**src/rtl/dbg_ctx_pkg.sv**
```systemverilog
package dbg_ctx_pkg;

    localparam int XLEN  = 32;
    localparam int HLEN  = XLEN / 2;
    localparam int SEL_W = 2;

    typedef logic [XLEN-1:0] word_t;
    typedef logic [HLEN-1:0] half_t;

    typedef enum logic [SEL_W-1:0] {
        SEL_TMP = 2'd0,
        SEL_FAR = 2'd1,
        SEL_RPC = 2'd2,
        SEL_PCC = 2'd3
    } ctx_sel_e;

    typedef enum logic [1:0] {
        CAUSE_NONE = 2'd0,
        CAUSE_BGND = 2'd1,
        CAUSE_BKPT = 2'd2,
        CAUSE_DBL  = 2'd3
    } cause_e;

    typedef struct packed {
        logic     valid;
        logic     write;
        ctx_sel_e sel;
        word_t    wdata;
    } dbg_cmd_t;

    localparam word_t PC_INIT_FAULT = {XLEN{1'b1}};

    function automatic cause_e pick_cause(input logic dbl, input logic bkpt, input logic bgnd);
        if (dbl)       return CAUSE_DBL;
        else if (bkpt) return CAUSE_BKPT;
        else if (bgnd) return CAUSE_BGND;
        else           return CAUSE_NONE;
    endfunction

    function automatic word_t cause_code(input cause_e c, input half_t ssw);
        case (c)
            CAUSE_DBL:  return {ssw, {HLEN{1'b1}}};
            CAUSE_BGND: return word_t'(1);
            default:    return '0;
        endcase
    endfunction

    function automatic word_t even(input word_t v);
        return {v[XLEN-1:1], 1'b0};
    endfunction

endpackage

```
**src/rtl/dbg_cause_sel.sv**
```systemverilog
module dbg_cause_sel
    import dbg_ctx_pkg::*;
(
    input  logic  running,
    input  logic  dbl,
    input  logic  bkpt,
    input  logic  bgnd,
    input  half_t ssw,
    output logic  enter,
    output logic  enter_dbl,
    output word_t code
);
    cause_e winner;

    always_comb begin
        winner    = pick_cause(dbl, bkpt, bgnd);
        enter     = running && (winner != CAUSE_NONE);
        enter_dbl = running && (winner == CAUSE_DBL);
        code      = cause_code(winner, ssw);
    end
endmodule

```
**src/rtl/dbg_fault_addr.sv**
```systemverilog
module dbg_fault_addr
    import dbg_ctx_pkg::*;
(
    input  logic  clk,
    input  logic  rst,
    input  logic  cap_en,
    input  word_t cap_addr,
    input  logic  wr_en,
    input  word_t wr_data,
    output word_t far_q
);
    always_ff @(posedge clk) begin
        if (rst)         far_q <= '0;
        else if (cap_en) far_q <= cap_addr;
        else if (wr_en)  far_q <= wr_data;
    end
endmodule

```
**src/rtl/dbg_pc_track.sv**
```systemverilog
module dbg_pc_track
    import dbg_ctx_pkg::*;
(
    input  logic  clk,
    input  logic  rst,
    input  logic  retire_en,
    input  word_t retire_pc,
    input  word_t retire_next,
    input  logic  init_fault,
    input  logic  rpc_wr,
    input  logic  pcc_wr,
    input  word_t wdata,
    output word_t rpc_q,
    output word_t pcc_q
);
    always_ff @(posedge clk) begin
        if (rst) begin
            rpc_q <= '0;
            pcc_q <= '0;
        end else begin
            if (retire_en)   rpc_q <= retire_next;
            else if (rpc_wr) rpc_q <= wdata;

            if (init_fault)     pcc_q <= PC_INIT_FAULT;
            else if (retire_en) pcc_q <= even(retire_pc);
            else if (pcc_wr)    pcc_q <= even(wdata);
        end
    end
endmodule

```
**src/rtl/dbg_ctx_capture.sv**
```systemverilog
module dbg_ctx_capture
    import dbg_ctx_pkg::*;
(
    input  logic        clk,
    input  logic        rst,
    input  logic        ent_dbl_fault,
    input  logic        ent_bgnd,
    input  logic        ent_bkpt,
    input  logic [15:0] ssw_in,
    input  logic        init_fetch,
    input  logic        bus_cyc_valid,
    input  logic [31:0] bus_cyc_addr,
    input  logic        retire_valid,
    input  logic [31:0] retire_pc,
    input  logic [31:0] retire_next_pc,
    input  logic        dbg_valid,
    input  logic        dbg_write,
    input  logic [1:0]  dbg_sel,
    input  logic [31:0] dbg_wdata,
    output logic [31:0] dbg_rdata,
    output logic        dbg_rvalid,
    input  logic        resume_req,
    output logic        resume_fire,
    output logic [31:0] fetch_addr,
    output logic        addr_err,
    output logic        halted,
    output logic        cause_valid
);
    logic     halted_q;
    logic     cause_valid_q;
    word_t    tmp_q;
    word_t    far_q;
    word_t    rpc_q;
    word_t    pcc_q;
    word_t    rdata_q;
    logic     rvalid_q;

    logic     running;
    logic     enter;
    logic     enter_dbl;
    word_t    code;
    dbg_cmd_t cmd;
    logic     cmd_fire;
    logic     tmp_read;
    word_t    rd_mux;
    word_t    xfer;

    assign running = !halted_q;

    always_comb begin
        cmd.valid = dbg_valid;
        cmd.write = dbg_write;
        cmd.sel   = ctx_sel_e'(dbg_sel);
        cmd.wdata = dbg_wdata;
    end

    assign cmd_fire = halted_q && cmd.valid;
    assign tmp_read = !cmd.write && (cmd.sel == SEL_TMP);

    dbg_cause_sel u_cause (
        .running   (running),
        .dbl       (ent_dbl_fault),
        .bkpt      (ent_bkpt),
        .bgnd      (ent_bgnd),
        .ssw       (ssw_in),
        .enter     (enter),
        .enter_dbl (enter_dbl),
        .code      (code)
    );

    dbg_fault_addr u_far (
        .clk      (clk),
        .rst      (rst),
        .cap_en   (running && bus_cyc_valid),
        .cap_addr (bus_cyc_addr),
        .wr_en    (cmd_fire && cmd.write && cmd.sel == SEL_FAR),
        .wr_data  (cmd.wdata),
        .far_q    (far_q)
    );

    dbg_pc_track u_pc (
        .clk         (clk),
        .rst         (rst),
        .retire_en   (running && retire_valid),
        .retire_pc   (retire_pc),
        .retire_next (retire_next_pc),
        .init_fault  (enter_dbl && init_fetch),
        .rpc_wr      (cmd_fire && cmd.write && cmd.sel == SEL_RPC),
        .pcc_wr      (cmd_fire && cmd.write && cmd.sel == SEL_PCC),
        .wdata       (cmd.wdata),
        .rpc_q       (rpc_q),
        .pcc_q       (pcc_q)
    );

    always_comb begin
        case (cmd.sel)
            SEL_TMP: rd_mux = tmp_q;
            SEL_FAR: rd_mux = far_q;
            SEL_RPC: rd_mux = rpc_q;
            default: rd_mux = pcc_q;
        endcase
        xfer = cmd.write ? cmd.wdata : rd_mux;
    end

    always_ff @(posedge clk) begin
        if (rst) begin
            halted_q      <= 1'b0;
            cause_valid_q <= 1'b0;
            tmp_q         <= '0;
            rdata_q       <= '0;
            rvalid_q      <= 1'b0;
        end else begin
            if (enter)            halted_q <= 1'b1;
            else if (resume_fire) halted_q <= 1'b0;

            if (enter) begin
                tmp_q         <= code;
                cause_valid_q <= 1'b1;
            end else if (cmd_fire && !tmp_read) begin
                tmp_q         <= xfer;
                cause_valid_q <= 1'b0;
            end

            rvalid_q <= cmd_fire && !cmd.write;
            if (cmd_fire && !cmd.write) rdata_q <= rd_mux;
        end
    end

    assign resume_fire = halted_q && resume_req;
    assign fetch_addr  = rpc_q;
    assign addr_err    = resume_fire && rpc_q[0];
    assign halted      = halted_q;
    assign cause_valid = cause_valid_q;
    assign dbg_rdata   = rdata_q;
    assign dbg_rvalid  = rvalid_q;
endmodule

```
**config.mk**
```make
export PLATFORM = sky130hd
export DESIGN_NAME = dbg_ctx_capture
export DESIGN_NICKNAME = d
export VERILOG_FILES = /design/src/rtl/dbg_ctx_pkg.sv /design/src/rtl/dbg_cause_sel.sv /design/src/rtl/dbg_fault_addr.sv /design/src/rtl/dbg_pc_track.sv /design/src/rtl/dbg_ctx_capture.sv
export SDC_FILE = /design/constraint.sdc
export NUM_CORES = 1
export LEC_CHECK = 0
export ABC_AREA = 0
export BUFFER_PORTS_ARGS = -buffer_cell sky130_fd_sc_hd__buf_4
export CORE_AREA = 2 2 158 160
export DETAILED_ROUTE_END_ITERATION = 12
export DIE_AREA = 0 0 160 162
export PLACE_DENSITY = 0.6
export SLEW_MARGIN = 10
export SYNTH_ARGS = -nofsm -noshare
export SYNTH_HDL_FRONTEND = slang
export SYNTH_HIERARCHICAL = 1
export SYNTH_SLANG_ARGS = --single-unit
```
**constraint.sdc**
```tcl
create_clock -name clk -period 5.45 [get_ports clk]
set_input_delay 0.8175 -clock clk [delete_from_list [all_inputs] [get_ports clk]]
set_output_delay 0.8175 -clock clk [all_outputs]
set_load 0.02 [all_outputs]
```
## Yosys cells after proc, flatten, opt, wreduce, memory -nomap -nowiden

Index checks and enable logic that the tools add are counted.

| storage, ports and cells | value |
|---|---|
| register bits | 163 |
| output and inout port bits | 69 |
| logic and storage cells | 57 |

| operators by class | value |
|---|---|
| mux-type cells | 19 |
| equal/unequal tests | 5 |
| reductions and logical operators | 25 |

Operators with widths:

| kind | number |
|---|---|
| 32-bit two-way mux | 10 |
| 32-bit one-hot mux with 3 select lines | 1 |
| 32-bit one-hot mux with 2 select lines | 1 |
| 1-bit logical AND | 15 |
| 2-bit nonzero test | 5 |
| 2-bit == test (second input constant) | 3 |
| 1-bit two-way mux | 5 |
| 2-bit by 1-bit == test with 1-bit output (second input constant) | 2 |
| 2-bit two-way mux | 2 |
| 1-bit zero test | 3 |
| 3-bit nonzero test | 1 |
| 2-bit zero test | 1 |

## Logic depth before layout (Yosys ltp)

| logic depth | value |
|---|---|
| depth in word-level cells | 7 |
| gate-level depth with buffers | 8 |
| mapped depth without buffers | 5 |

## Modules after synthesis

The synthesis kept the hierarchy.

Modules (own cells, without submodules):

| module | area an instance (um^2) | times used | cells an instance | sequential area each (um^2) |
|---|---|---|---|---|
| dbg_ctx_capture | 3937.5 | 1 | 403 | 1341.3 |
| dbg_pc_track | 3145.5 | 1 | 290 | 1281.2 |
| dbg_fault_addr | 1510.2 | 1 | 142 | 640.6 |
| dbg_cause_sel | 257.7 | 1 | 37 | 0.0 |

## Least setup slack after synthesis

Ideal clock, no wire load.

| timing | value |
|---|---|
| path kind | input to register |
| start point | input ent_dbl_fault |
| end point | register tmp_q[0] |
| data required time | 5.358 ns |
| setup time | 0.092 ns |
| arrival time | 2.270 ns |
| buffers on the path | 4 |
| stages on the path | 7 |
| slack | 3.088 ns |
| path through | buf_6 > o31a_1 > clkbuf_1 > or2_2 > buf_1 > clkbuf_1 > o32ai_1 |

| between the ends | value |
|---|---|
| longest elaborated chain between the ends | 4 |
| elaborated cells on any way between the ends | 8 |
| those cells by class | 2 x eq/ne; 3 x mux; 3 x reduce/logical |

Ends and longest elaborated chain:

| item | line | RTL |
|---|---|---|
| from (decl) | dbg_ctx_capture.sv:6 | `input logic ent_dbl_fault,` |
| 2-bit two-way mux (*) | dbg_ctx_pkg.sv:34 | `if (dbl) return CAUSE_DBL;` |
| 2-bit nonzero test (*) | dbg_cause_sel.sv:17 | `enter = running && (winner != CAUSE_NONE);` |
| 1-bit logical AND (*) | dbg_cause_sel.sv:17 |  |
| via enter | dbg_ctx_capture.sv:39 | `logic enter;` |
| 32-bit two-way mux or 2-bit nonzero test (tied branches) | -- |  |
| to (signal assigned) | dbg_ctx_capture.sv:117 | `tmp_q <= code;` |
| to (signal assigned) | dbg_ctx_capture.sv:120 | `tmp_q <= xfer;` |
| to (decl) | dbg_ctx_capture.sv:31 | `word_t tmp_q;` |

Mark *: on every way through the listed nets, which the timed path passes. The rest lies on a longest branch.
A chain may end at the register's enable or synchronous reset.

## Final worst setup path

| timing | value |
|---|---|
| start point | register halted_q, in the netlist halted |
| end point | register u_pc.pcc_q[30] |

| between the ends | value |
|---|---|
| longest elaborated chain between the ends | 4 |
| elaborated cells on any way between the ends | 10 |
| those cells by class | 2 x mux; 8 x reduce/logical |

Ends and longest elaborated chain:

| item | line | RTL |
|---|---|---|
| from (decl) | dbg_ctx_capture.sv:29 | `logic halted_q;` |
| from (signal assigned) | dbg_ctx_capture.sv:107 | `halted_q <= 1'b0;` |
| from (signal assigned) | dbg_ctx_capture.sv:113 | `if (enter) halted_q <= 1'b1;` |
| from (signal assigned) | dbg_ctx_capture.sv:114 | `else if (resume_fire) halted_q <= 1'b0;` |
| 1-bit zero test (*) | dbg_ctx_capture.sv:48 | `assign running = !halted_q;` |
| via running | dbg_ctx_capture.sv:38 | `logic running;` |
| 1-bit logical AND (*) | dbg_cause_sel.sv:18 | `enter_dbl = running && (winner == CAUSE_DBL);` |
| via enter_dbl | dbg_ctx_capture.sv:40 | `logic enter_dbl;` |
| 1-bit logical AND (*) | dbg_ctx_capture.sv:87 | `.init_fault (enter_dbl && init_fetch),` |
| 3-bit nonzero test (no line) or 32-bit two-way mux (tied branches) | -- |  |
| to (signal assigned) | dbg_pc_track.sv:25 | `else if (retire_en) pcc_q <= even(retire_pc);` |
| to (signal assigned) | dbg_pc_track.sv:26 | `else if (pcc_wr) pcc_q <= even(wdata);` |
| to (decl) | dbg_pc_track.sv:14 | `output word_t pcc_q` |

Marks and branches as above.

==> flow_summary.json <==
{
  "outcome": "completed",
  "drv_cap": 0,
  "ioPinCount": 226,
  "cts_tree": "yes",
  "die-height_um": 162,
  "holdPathStages": 2,
  "ys_warn_count": 6,
  "wl_per_cell_um": 21.51,
  "maxSlewHeadroom_pct": 31.17,
  "diodes": 0,
  "r2r_cells": 6,
  "min_from": "dbg_rdata[7]",
  "hold_ws_ns": 0.4539,
  "power_mw": 3.238,
  "ys_types": 39,
  "cts.sinks": 163,
  "routed_via_density": 5.375,
  "power.density_nw_per_um2": 295.0,
  "hold_viol": 0,
  "skew_ns": 0.01090,
  "grt_max_degree": 66,
  "route.detailed.drc": 0,
  "nets": 1182,
  "rsz0062_at_grt": "no",
  "syn_area_sq_um": 8851,
  "holdPathEnd": "dbg_rdata[7]",
  "cts-root-buf": "clkbuf_16",
  "grt_pass1_wl_um": 44840,
  "cts.clk_slew.worst_paths_ns": 0.07,
  "start_util_pct": 36.72,
  "globalplace.congestion": 0.7309,
  "grt_pass1_vias": 7446,
  "die_x_um": 160,
  "p_leak_nw": 4.191,
  "cp_max_fo": 33,
  "critical_path_class": "reg -> reg",
  "post_cts_buffers": 0,
  "slew_viol_final": 0,
  "vdd_drop_max_uv": 160.7,
  "antenna_left": 0,
  "r2r_setup_slack_ns": 2.67,
  "rows": 57,
  "postCtsHoldBufs": 0,
  "critical_path.endpoint_type": "flop",
  "cts_buffers": 17,
  "clk_latency_ns": 0.43,
  "routed_wl_um": 29300,
  "syn_nets": 1029,
  "syn2layout_area_growth_pct": 23.99,
  "dr_total_vias": 7321,
  "core_region_area_sq_um": 24110,
  "n_fill_cell": 2377,
  "cts_resized": 0,
  "worstMarginPinSlew_ns": 1.031,
  "syn_avg_cell_area_sq_um": 10.15,
  "synth-seq-cells": 163,
  "crit_path_start_kind": "flop",
  "critPathRequiredTime_ns": 5.72,
  "syn_inst": 872,
  "antenna_found_initial": 0,
  "timing.rr.start": "halted",
  "timing.final.crit_period_ns": 2.776,
  "dieArea_sq_um": 25920,
  "cp.arrival_ns": 3.05,
  "drive_gt1_share_pct": 33.33,
  "setup_tns_ns": 0,
  "overflow": 0,
  "groute.usage.overall_pct": 22.48,
  "drt_pass1_iterations": 4,
  "hold_path.class": "reg -> reg",
  "ctsLongestPathBuffers": 2,
  "numPortBuffers": 224,
  "h-tree-depth": 4,
  "setup_violations": 0,
  "ys_seq_area_share_pct": 36.87,
  "dr.first_iter.drc_count": 360,
  "timing.fmax_mhz": 360.2,
  "rr_endpoint": "u_pc/pcc_q[30]",
  "dp_hpwl_um": 17640,
  "final.period_utilization_pct": 50.93
}
## area by class of cell
| cell class | count | area (sq um) | area share [%] |
|---|---|---|---|
| clock inverters | 11 | 126.4 | 1.152 |
| flip-flops and latches | 163 | 3263 | 29.73 |
| well taps | 324 | 405.4 | 3.694 |
| inverters | 7 | 26.28 | 0.2394 |
| repair buffers | 236 | 1775 | 16.18 |
| multi-input cells | 600 | 4917 | 44.81 |
| clock buffers | 21 | 460.4 | 4.196 |
## how the worst max path moves through the flow
stage / startpoint / endpoint / slack, ns / cells after the start
4_1_cts: halted / u_pc/pcc_q[1] / 2.68 / 6
5_1_grt: dbg_sel[1] / u_pc/rpc_q[6] / 2.54 / 5
3_5_place_dp: dbg_sel[1] / u_pc/rpc_q[6] / 2.27 / 5
6_report: halted / u_pc/pcc_q[30] / 2.67 / 6
2_1_floorplan: ent_dbl_fault / tmp_q[0] / 3.09 / 7
3_3_place_gp: dbg_sel[1] / u_pc/rpc_q[11] / 2.30 / 5
## state kept, by name, summed over array words and instances, names as in the netlist
signal and count:
cause_valid 1, u_far/far_q 32, u_pc/rpc_q 32, u_pc/pcc_q 32, halted 1, dbg_rdata 32
tmp_q 32, dbg_rvalid 1
## worst max-delay path: stages, from the launching register on
cell and delay (ns):
dfxtp_1 0.70, inv_1 0.19, and2_1 0.20, and2_2 0.48, o21ba_2 0.36, buf_4 0.54
a221oi_1 0.15
## cells in the mapped netlist, drive strengths merged
cell type	n	area share (%)
nor3	16	0.90
o311a	1	0.24
nand3b	1	0.085
a211oi	80	6.8
a2111oi	16	2.4
mux2i	111	13
o21ba	1	0.11
nand2	80	3.4
and2	34	2.4
o31a	1	0.099
or2	1	0.071
clkinv	1	0.042
nor2	53	2.3
nor2b	82	5.8
mux4	32	8.4
and3b	3	0.30
dfxtp	163	37
o311ai	1	0.30
inv	6	0.25
buf	64	6.0
a221oi	31	5.0
a21oi	35	2.0
clkbuf	38	1.6
or3b	1	0.099
o32ai	16	1.6
and3	3	0.21
a21o	1	0.085
## per-layer routing
| layer | vias to the layer above | global-route usage, % | wire length (um) |
|---|---|---|---|
| met2 | 248 | 37.90 | 14060 |
| met3 | 22 | 4.188 | 1621 |
| met4 | 0 | 4.791 | 310 |
| met5 | - | 0 | 0 |
| li1 | 3493 | - | - |
| met1 | 3558 | 30.20 | 13310 |
## kinds of logic after synthesis
kind of cell | share of synthesized area, %
AOI/OAI and AO/OA | 18.65
buffers and inverters | 7.902
DFF | 36.87
muxes | 20.99
and+or+nand+nor | 15.59
## cell usage in the layout (no fill, tap or decap), drive strengths merged
cell | Yosys | routed
clkinv | 1 | 6
nor2 | 53 | 53
bufinv | 0 | 2
nor2b | 82 | 82
a211oi | 80 | 80
o311a | 1 | 1
and2 | 34 | 34
nand2 | 80 | 80
clkinvlp | 0 | 1
and3 | 3 | 3
inv | 6 | 9
a21oi | 35 | 35
mux4 | 32 | 32
a2111oi | 16 | 16
buf | 64 | 236
clkbuf | 38 | 21
mux2i | 111 | 111
o32ai | 16 | 16
o311ai | 1 | 1
and3b | 3 | 3
a21o | 1 | 1
a221oi | 31 | 31
dfxtp | 163 | 163
o31a | 1 | 1
or2 | 1 | 1
nand3b | 1 | 1
or3b | 1 | 1
o21ba | 1 | 1
nor3 | 16 | 16
## through the flow
| step | setup WS [ns] | instance area (sq um) | std cells | utilization, % |
|---|---|---|---|---|
| floorplan | 3.088 | 8851 | 872 | - |
| global placement | 2.298 | 10390 | 1330 | 43.09 |
| detailed placement | 2.268 | 10390 | 1330 | 43.09 |
| CTS | 2.681 | 10970 | 1362 | 45.53 |
| global route | 2.541 | 10970 | 1362 | 45.53 |
| finish | 2.674 | 10970 | 1362 | 45.53 |
## power breakdown
part,switching [mW],internal [mW]
clock network,0.526,0.703
logic,0.354,0.307
registers,0.0587,1.29
total,0.939,2.30
No activity file was read; power rests on OpenSTA's default activity.
